$ cat src/rtl/fault_latch_pkg.sv
package fault_latch_pkg;
  localparam int GP_COUNT   = 2;
  localparam int FAULT_W    = 5 + GP_COUNT;
  localparam int XFER_W     = 2;

  // bit positions inside the fault register
  localparam int BIT_EXTADDR = 0;
  localparam int BIT_MEMPROT = 1;
  localparam int BIT_PAR_MEM = 2;
  localparam int BIT_PAR_IO  = 3;
  localparam int BIT_PAR_DMA = 4;
  localparam int BIT_GP_BASE = 5;

  typedef enum logic [XFER_W-1:0] {
    XFER_MEM  = 2'd0,
    XFER_IO   = 2'd1,
    XFER_DMA  = 2'd2,
    XFER_RSVD = 2'd3
  } xferKind_t;

  typedef logic [FAULT_W-1:0] faultVec_t;

  // strobes from control to datapath
  typedef struct packed {
    logic asFall;   // sample faults into the register
    logic clrReg;   // zero the register (new sets still win)
    logic rdLoad;   // copy register into the read buffer
  } ctrlStrobes_t;
endpackage

$ cat src/rtl/fault_latch_ctrl.sv
module fault_latch_ctrl
  import fault_latch_pkg::*;
(
  input  logic         clk,
  input  logic         rstN,
  input  logic         addrStrobeN,
  input  logic         readCmd,
  input  logic         readClearCmd,
  input  logic         anyFault,
  output ctrlStrobes_t strobes,
  output logic         rdValid,
  output logic         lvl1Req
);
  logic asPrevHigh;
  logic anyFaultQ;

  // strobe history: reset to idle-high so a low strobe at release counts as a fall
  always_ff @(posedge clk or negedge rstN) begin
    if (!rstN) asPrevHigh <= 1'b1;
    else       asPrevHigh <= addrStrobeN;
  end

  always_comb begin
    strobes.asFall = asPrevHigh & ~addrStrobeN;
    strobes.clrReg = readClearCmd;
    strobes.rdLoad = readCmd | readClearCmd;
  end

  always_ff @(posedge clk or negedge rstN) begin
    if (!rstN) rdValid <= 1'b0;
    else       rdValid <= strobes.rdLoad;
  end

  // anti-repeat: request only on the rise of the OR of all fault bits
  always_ff @(posedge clk or negedge rstN) begin
    if (!rstN) anyFaultQ <= 1'b0;
    else       anyFaultQ <= anyFault;
  end

  assign lvl1Req = anyFault & ~anyFaultQ;
endmodule

$ cat src/rtl/fault_latch_dp.sv
module fault_latch_dp
  import fault_latch_pkg::*;
(
  input  logic                clk,
  input  logic                rstN,
  input  ctrlStrobes_t        strobes,
  input  logic                extAddrFaultN,
  input  logic                memProtFaultN,
  input  logic                parityFaultN,
  input  logic [GP_COUNT-1:0] gpFaultN,
  input  logic [XFER_W-1:0]   xferType,
  output faultVec_t           faultReg,
  output faultVec_t           rdData,
  output logic                anyFault
);
  faultVec_t           setVec;
  faultVec_t           faultNext;
  logic [GP_COUNT-1:0] gpHold;
  logic [GP_COUNT-1:0] gpPending;
  logic [2:0]          parRoute;

  // holding latches for the general-purpose faults
  for (genvar g = 0; g < GP_COUNT; g++) begin : g_gpHold
    assign gpPending[g] = gpHold[g] | ~gpFaultN[g];
    always_ff @(posedge clk or negedge rstN) begin
      if (!rstN)               gpHold[g] <= 1'b0;
      else if (strobes.asFall) gpHold[g] <= 1'b0;
      else if (!gpFaultN[g])   gpHold[g] <= 1'b1;
    end
  end

  // parity error steering by transfer type
  always_comb begin
    parRoute = 3'b000;
    unique case (xferKind_t'(xferType))
      XFER_IO:  parRoute = 3'b010;
      XFER_DMA: parRoute = 3'b100;
      default:  parRoute = 3'b001;
    endcase
  end

  always_comb begin
    setVec = '0;
    if (strobes.asFall) begin
      setVec[BIT_EXTADDR] = ~extAddrFaultN;
      setVec[BIT_MEMPROT] = ~memProtFaultN;
      setVec[BIT_PAR_MEM] = ~parityFaultN & parRoute[0];
      setVec[BIT_PAR_IO]  = ~parityFaultN & parRoute[1];
      setVec[BIT_PAR_DMA] = ~parityFaultN & parRoute[2];
      setVec[BIT_GP_BASE +: GP_COUNT] = gpPending;
    end
    faultNext = (strobes.clrReg ? '0 : faultReg) | setVec;
  end

  always_ff @(posedge clk or negedge rstN) begin
    if (!rstN) faultReg <= '0;
    else       faultReg <= faultNext;
  end

  always_ff @(posedge clk or negedge rstN) begin
    if (!rstN)               rdData <= '0;
    else if (strobes.rdLoad) rdData <= faultReg;
  end

  assign anyFault = |faultReg;
endmodule

$ cat src/rtl/fault_latch_reg.sv
module fault_latch_reg
  import fault_latch_pkg::*;
(
  input  logic                clk,
  input  logic                rstN,
  input  logic                addrStrobeN,
  input  logic                extAddrFaultN,
  input  logic                memProtFaultN,
  input  logic                parityFaultN,
  input  logic [GP_COUNT-1:0] gpFaultN,
  input  logic [XFER_W-1:0]   xferType,
  input  logic                readCmd,
  input  logic                readClearCmd,
  output logic [FAULT_W-1:0]  rdData,
  output logic                rdValid,
  output logic                lvl1Req
);
  ctrlStrobes_t strobes;
  faultVec_t    faultReg;
  logic         anyFault;

  fault_latch_ctrl i_ctrl (
    .clk(clk), .rstN(rstN), .addrStrobeN(addrStrobeN),
    .readCmd(readCmd), .readClearCmd(readClearCmd),
    .anyFault(anyFault), .strobes(strobes),
    .rdValid(rdValid), .lvl1Req(lvl1Req)
  );

  fault_latch_dp i_dp (
    .clk(clk), .rstN(rstN), .strobes(strobes),
    .extAddrFaultN(extAddrFaultN), .memProtFaultN(memProtFaultN),
    .parityFaultN(parityFaultN), .gpFaultN(gpFaultN), .xferType(xferType),
    .faultReg(faultReg), .rdData(rdData), .anyFault(anyFault)
  );
endmodule

$ cat config.mk
export PLATFORM = sky130hd
export DESIGN_NAME = fault_latch_reg
export DESIGN_NICKNAME = d
export VERILOG_FILES = /design/src/rtl/fault_latch_pkg.sv /design/src/rtl/fault_latch_ctrl.sv /design/src/rtl/fault_latch_dp.sv /design/src/rtl/fault_latch_reg.sv
export SDC_FILE = /design/constraint.sdc
export NUM_CORES = 1
export LEC_CHECK = 0
export CORE_MARGIN = 2
export CORE_UTILIZATION = 30
export DETAILED_ROUTE_END_ITERATION = 16
export DONT_BUFFER_PORTS = 1
export GPL_ROUTABILITY_DRIVEN = 1
export HOLD_SLACK_MARGIN = 0.15
export RECOVER_POWER = 100
export SYNTH_ARGS = -nofsm -noshare
export SYNTH_HDL_FRONTEND = slang
export SYNTH_SLANG_ARGS = --single-unit
$ cat constraint.sdc
create_clock -name clk -period 1.86 [get_ports clk]
set_clock_uncertainty 0.15 [all_clocks]
set_input_delay 0.186 -clock clk [delete_from_list [all_inputs] [get_ports clk]]
set_output_delay 0.186 -clock clk [all_outputs]
set_load 0.02 [all_outputs]
# ---- After elaboration in Yosys (flattened, before gate mapping)
# Cells that the tools add are included.
dict set report totals {
  wordCells 35
  reg_bits 19
  out_inout_bits 9
}
dict set report op_classes {
  n_bitwise 16
  n_mux 7
  n_eq_ne 4
  reduce_logical 1
}
# cell count
set ops {}
lappend ops {{two-way mux 7 bit} 2}
lappend ops {{inverter 1 bit} 7}
lappend ops {{OR 7 bit} 1}
lappend ops {{OR reduction 7 bit} 1}
lappend ops {{case mux 3 bit (2 select lines)} 1}
lappend ops {{AND 1 bit} 5}
lappend ops {{two-way mux 1 bit} 4}
lappend ops {{inequality test 2 x 1 -> 1 bit (second input constant)} 2}
lappend ops {{OR 1 bit} 3}
lappend ops {{== test 2 x 1 -> 1 bit (second input constant)} 1}
lappend ops {{== test 2 bit (second input constant)} 1}

# ---- Longest topological paths before layout
# Gate-level depths: netlist of the first run.
dict set report depth {
  depth_word 5
  depth_mapped 3
}

# ---- Cells and area by module
# Synthesis of the first run repeated with hierarchy kept, for this count alone.
dict set report unflattened {
  hier_cells 52
  area_unflattened_um2 768.2
}
# mod instances area_each_um2 cells_each
set by_module_without_submodules {}
lappend by_module_without_submodules {fault_latch_dp 1 665.6 45}
lappend by_module_without_submodules {fault_latch_ctrl 1 102.6 7}

# ---- Least setup slack after synthesis of the first run
# OpenSTA, ideal clock, no wires.
dict set report synth_timing {
  path_type {register -> output}
  from {reg i_dp.faultReg[1]}
  to {out lvl1Req}
  arrival_time_ps 905
  path_slack_ps 619
  stages_incl_launch_ff 3
  required_time_ps 1524
  path_cell_list {dfrtp_1 > nor4_1 > a21oi_1}
}
dict set report synth_via {
  elab_chain_len 2
}
# item line
set synth_lines {}
lappend synth_lines {{from (decl)} fault_latch_dp.sv:12} ;# output faultVec_t faultReg,
lappend synth_lines {{from (signal assigned)} fault_latch_dp.sv:57} ;# else faultReg <= faultNext;
lappend synth_lines {{OR reduction 7 bit} fault_latch_dp.sv:65} ;# assign anyFault = |faultReg;
lappend synth_lines {{AND 1 bit} fault_latch_ctrl.sv:40} ;# assign lvl1Req = anyFault & ~anyFaultQ;
lappend synth_lines {{to (decl)} fault_latch_reg.sv:16} ;# output logic lvl1Req
# Every way passes these cells.

# ---- Final worst setup path of the first run
dict set report layout_timing {
  from {in xferType[0]}
  to {reg i_dp.faultReg[2]}
}
dict set report layout_via {
  elab_chain_len 5
  word_cells_on_any_way 6
  cone_classes {eq/ne (2); mux (2); bitwise (2)}
}
# item line
set layout_lines {}
lappend layout_lines {{from (decl)} fault_latch_reg.sv:11} ;# input logic [XFER_W-1:0] xferType,
lappend layout_lines {{== test 2 bit / == test 2 x 1 -> 1 bit (equally long branches)} fault_latch_dp.sv:35} ;# unique case (xferKind_t'(xferType))
lappend layout_lines {{case mux 3 bit (2 select lines) (*)} fault_latch_dp.sv:35}
lappend layout_lines {{AND 1 bit (*)} fault_latch_dp.sv:47} ;# setVec[BIT_PAR_MEM] = ~parityFaultN & parRoute[0];
lappend layout_lines {{two-way mux 7 bit (*)} fault_latch_dp.sv:44} ;# if (strobes.asFall) begin
lappend layout_lines {{OR 7 bit (*)} fault_latch_dp.sv:52} ;# faultNext = (strobes.clrReg ? '0 : faultReg) | setVec;
lappend layout_lines {{net i_dp.faultNext[2]} fault_latch_dp.sv:17} ;# faultVec_t faultNext;
# The timed path passes the listed nets; every way through them passes the cells marked *.
# A chain may end at the register's enable or synchronous reset.

==> results of run 1 <==
state kept, by name, summed over array words and instances, names as in the netlist:
| signal | cells |
|---|---|
| i_ctrl.rdValid | 1 |
| i_ctrl.anyFaultQ | 1 |
| i_ctrl.asPrevHigh | 1 |
| i_dp.gpHold | 2 |
| i_dp.rdData | 7 |
| i_dp.faultReg | 7 |
cell families (layout without fill, tap and decap cells):
family          count (synthesis)  after routing  synth area share (%)
compound gates                  8              8                  9.04
fa+ha+maj                       2              2                  3.41
buf+inv                         4             25                  2.05
flops                          19             19                  65.0
mux                             7              7                  10.8
simple gates                   11             11                  9.73
cell usage in the layout (no fill, tap or decap), types with 2 or more instances in the layout:
cell type,instances
clkbuf_4,3
dlygate4sd3_1,17
nor2_1,2
ha_1,2
nor2b_1,3
mux2_2,7
o2bb2ai_1,4
inv_1,4
a22o_1,3
dfrtp_1,18
worst min-delay path by stage:
stage,startpoint,to,slack [ps],depth (start not counted)
final,rstN,i_dp.faultReg[5]$_DFF_PN0_,270,1
after global routing,rstN,i_dp.faultReg[4]$_DFF_PN0_,330,1
after CTS,rstN,i_dp.faultReg[4]$_DFF_PN0_,290,1
after detailed placement,rstN,i_dp.rdData[1]$_DFFE_PN0P_,-260,0
after global placement,rstN,i_ctrl.rdValid$_DFF_PN0_,-260,0
after floorplan,rstN,i_ctrl.anyFaultQ$_DFF_PN0_,-260,0
stage by stage:
stage / utilization, % / hold WS, ps / instances
CTS: 42.8 / 286 / 100
detailed placement: 34.1 / -259 / 79
global route: 42.8 / 330 / 100
floorplan: - / -260 / 51
global placement: 34.1 / -259 / 79
finish: 42.8 / 272 / 100
what timing repair did:
action | in CTS | in global routing
buffers inserted | 0 | 0
hold buffers | 17 | 0
endpoints found under the hold margin | 37 | 0
power groups by stage:
stage	logic (mW)	clock network (mW)	registers [mW]
floorplan	0.0480	0	0.488
global placement	0.0551	0	0.493
CTS	0.0964	0.209	0.486
detailed placement	0.0560	0	0.495
finish	0.0956	0.201	0.486
global route	0.106	0.231	0.491
cell type report:
class / count / area [sq um]
fill: 219 / 1290
sequential: 19 / 477
multi-input combinational: 28 / 241
timing repair buffer: 17 / 170
tap: 28 / 35.0
clock buffer: 3 / 22.5
inverter: 4 / 15.0
clock inverter: 1 / 5.00
layer usage:
layer  up-vias  GRT usage, %  wire (microns)
met1       224          12.0             600
met4         0          6.41              14
met3         2          2.54              89
li1        223             -               -
met2        18          17.5             603
met5         -             0               0
==> results.cfg, run 1 <==
[sta]
setup_slack_ps = 128
grt_setup_unrepaired = false
min_period_ps = 1730
drv_slew = 0
max_freq_mhz = 577
tightest_slew_ps = 812
fin_crit_sh_pct = 93.1
setup_viol_count_final = 0
slew_headroom_pct = 45.7
hold_viol = 0
final.setup.tns_ps = 0

[detailed_routing]
drtIter0Drc = 1
routedWlPerCell_microns = 13.1
via_count = 467
dr.pass1.iters = 3
drc_errors = 0
routed_wl_microns = 1310
vias_per_cell = 4.67
postRouteAntennaNets = 0

[logic_synthesis]
synth_top_area_share_pct = 61.4
synthTopCellsByCount = 18 x dfrtp_1, 7 x mux2_2, 4 x inv_1, 4 x o2bb2ai_1
synth_edf_count = 0
async_reset_ff_share_pct = 100
synth_top_flop_cell = dfrtp_1
synth.avg_cell_area_sq_um = 14.4
yosysMostFrequentCell = dfrtp_1
yosys_warnings = 0
synthesis.nets = 65
yosysTopAreaCell = dfrtp_1
synth_cell_type_count = 16
syn_area_sq_um = 733
ys_seq_area_share_pct = 65.0
syn_inst = 51
yosys-top-cells-area = dfrtp_1 61%, mux2_2 11%, o2bb2ai_1 4.8%
ys_ff_latch = 19

[worst_setup_path]
cp_top_family = buffers and inverters
r2r_slack_ps = 190
critPathSlowestCell = dlygate4sd3_1
cp-startpoint = xferType[0]
path_class = input port to flip-flop
timing.rr.start = i_ctrl.asPrevHigh$_DFF_PN1_
crit_path_start_kind = input port
cp_slowest_stage_delay_ps = 550
cpMostUsedCell = dlygate4sd3_1
cp-endpoint = i_dp.faultReg[2]$_DFF_PN0_
cp_num_cells = 5
reg2reg_to = i_dp.faultReg[4]$_DFF_PN0_
cp.required_ps = 1900
cp-end-kind = flip-flop
crit_buf_inv = 3
cp_max_fo = 2
reg2reg_depth = 3
cp_data_arrival_time_ps = 1770
cp_cell_sequence = dlygate4sd3_1, inv_1, ha_1, dlygate4sd3_1, a22o_1

[global_route]
antenna_found_initial = 0
overflow = 0
grt_pass1_wl_microns = 2080
grt_max_degree = 20
grt_usage_pct = 10.5
grt_pass1_vias = 478

[pwr]
internal_power_mw = 0.580
power_switching_mw = 0.202
cellLeakagePower_nw = 0.441
p_clk_share_pct = 25.7
share_comb_of_total_power_pct = 12.2
vdd_drop_max_v = 0.000381
power.total_mw = 0.782
p_per_area_nw_per_um2 = 810
p_sw_share_pct = 25.8
seq_power_share_pct = 62.1

[floorplanning]
coreArea_sq_um = 2250
dieArea_sq_um = 2860
rows = 17
dieWidth_microns = 53.4
dieHeight_microns = 53.4
io_pins = 21
initial_core_util_pct = 32.5

[final_layout]
stdcell_area_sq_um = 966
diodes = 0
nets = 87
layout-drive-gt1-share_pct = 19.4
area_growth_pct = 31.7

[place]
globalplace.congestion = 0.646
numPortBuffers = 0
place_area_sq_um = 768
place_ws_ps = 540

[cts]
cts_sinks = 19
cts-resized-gates = 0
clock_latency_ps = 290
cts_buffer_depth = 2
cts-htree-levels = 1
cts_root_buffer = clkbuf_4
cts_tree = built
path_clk_slew_ps = 100
numCtsBuffers = 3

[worst_hold_path]
hp-class = input port to asynchronous set/reset pin

[outcome]
status = completed

[job]
drv_cap = 0
(Power assumes the default switching activity.)
==> run 2: changes to the inputs <==
Settings changed: CELL_PAD_IN_SITES_DETAIL_PLACEMENT set to 1, CELL_PAD_IN_SITES_GLOBAL_PLACEMENT set to 1, PLACE_DENSITY_LB_ADDON set to 0.1.
==> run 2 against run 1 <==
Net effect:
- clock-buffer cell count up 1
- total power down 0.16%
- register-to-register slack worse by 60 ps
- combinational power about the same
- global-route usage up 1.5 points
- first-iteration DRC count unchanged
- wire length up 7.5%
- cell count unchanged
- setup slack worse by 3.5 ps
- critical path type unchanged
- critical endpoint unchanged
- largest cell class unchanged
- largest power group unchanged
- highest routed layer unchanged
==> results.cfg, run 2 (same netlist as run 1, synthesis figures left out) <==
[cts]
cts_sinks = 19
path_clk_slew_ps = 100
cts_setup_buffers = 0
cts_root_buffer = clkbuf_4
cts_buffer_depth = 2
cts_tree = built
numCtsBuffers = 3
clock_latency_ps = 280
cts-htree-levels = 1

[global_route]
antenna_found_initial = 0
grt_pass1_wl_microns = 2440
grt_max_degree = 20
overflow = 0
grt_pass1_vias = 505
grt_usage_pct = 12.0

[detailed_routing]
postRouteAntennaNets = 0
dr.pass1.iters = 4
drtIter0Drc = 1
routedWlPerCell_microns = 14.1
vias_per_cell = 4.70
via_count = 470
drc_errors = 0
routed_wl_microns = 1410

[floorplanning]
initial_core_util_pct = 32.5
coreArea_sq_um = 2250
dieWidth_microns = 53.4
io_pins = 21
dieHeight_microns = 53.4
rows = 17
dieArea_sq_um = 2860

[outcome]
status = completed

[final_layout]
largest_registers = i_dp.faultReg: 7 flops, i_dp.rdData: 7 flops, i_dp.gpHold: 2 flops
area_growth_pct = 31.6
layout-drive-gt1-share_pct = 16.7
num-fill-cells = 259
final_common_cell = dfrtp_1
fin_cells = 100
diodes = 0
fin_util_pct = 42.8
stdcell_area_sq_um = 965
nets = 87
layout_common_cells = 18 x dfrtp_1, 17 x dlygate4sd3_1, 7 x mux2_2

[sta]
max_freq_mhz = 576
setup_slack_ps = 124
slew_headroom_pct = 42.8
drv_slew = 0
tightest_slew_ps = 856
setup_viol_count_final = 0
grt_setup_unrepaired = false
final.setup.tns_ps = 0
holdWs_ps = 295
fin_crit_sh_pct = 93.3
min_period_ps = 1740
hold_viol = 0

[worst_setup_path]
cp-end-kind = flip-flop
cp_data_arrival_time_ps = 1770
cp_max_fo = 2
crit_path_start_kind = input port
cp.required_ps = 1890
path_class = input port to flip-flop

[place]
globalplace.congestion = 0.770
dpl.hpwl_microns = 1040
numPortBuffers = 0
place_area_sq_um = 768
dp_cells = 79
place_ws_ps = 435

[worst_hold_path]
hp-class = input port to asynchronous set/reset pin

[pwr]
vdd_drop_max_v = 0.000381
cellLeakagePower_nw = 0.438
power.total_mw = 0.781
p_per_area_nw_per_um2 = 809

[job]
drv_cap = 0
-- run 2: area by class of cell --
cell class	instances	area, sq um	area share, %
repair buffers	17	170	17.6
flip-flops and latches	19	477	49.4
well taps	28	35.0	3.63
multi-input cells	28	241	25.0
inverters	4	15.0	1.56
clock buffers	4	26.3	2.72
-- run 2: metal layers --
metal	GRT usage, %	share of wire, %
met5	0	0
met4	5.13	0.50
met3	3.39	6.6
met2	20.6	55
met1	13.8	38
-- run 2: repair_timing --
item | CTS | global route
gates resized for setup | 0 | 0
endpoints found under the hold margin | 37 | 0
hold buffers | 17 | 0
-- run 2: path summary, 6_finish.rpt --
check / startpoint / to / slack [ps] / cells after the start
setup / recovery: xferType[0] / i_dp.faultReg[2]$_DFF_PN0_ / 120 / 5
hold / removal: rstN / i_dp.rdData[1]$_DFFE_PN0P_ / 290 / 1
setup reg to reg: i_ctrl.asPrevHigh$_DFF_PN1_ / i_dp.faultReg[4]$_DFF_PN0_ / 130 / 3
hold reg to reg: i_dp.gpHold[1]$_DFFE_PN0P_ / i_dp.gpHold[1]$_DFFE_PN0P_ / 350 / 2
max in group asynchronous: rstN / i_dp.rdData[2]$_DFFE_PN0P_ / 740 / 1
min in group clk: i_dp.gpHold[1]$_DFFE_PN0P_ / i_dp.gpHold[1]$_DFFE_PN0P_ / 350 / 2
-- run 2: worst max-delay path: stages --
cell and delay (ps):
dlygate4sd3_1 520, inv_1 40, ha_1 270, dlygate4sd3_1 550, a22o_1 200
-- run 2: power by group --
part           leakage (nW)  internal, mW  switching, mW
registers             0.237         0.446         0.0399
logic                 0.186        0.0535         0.0421
clock network        0.0150        0.0832          0.116
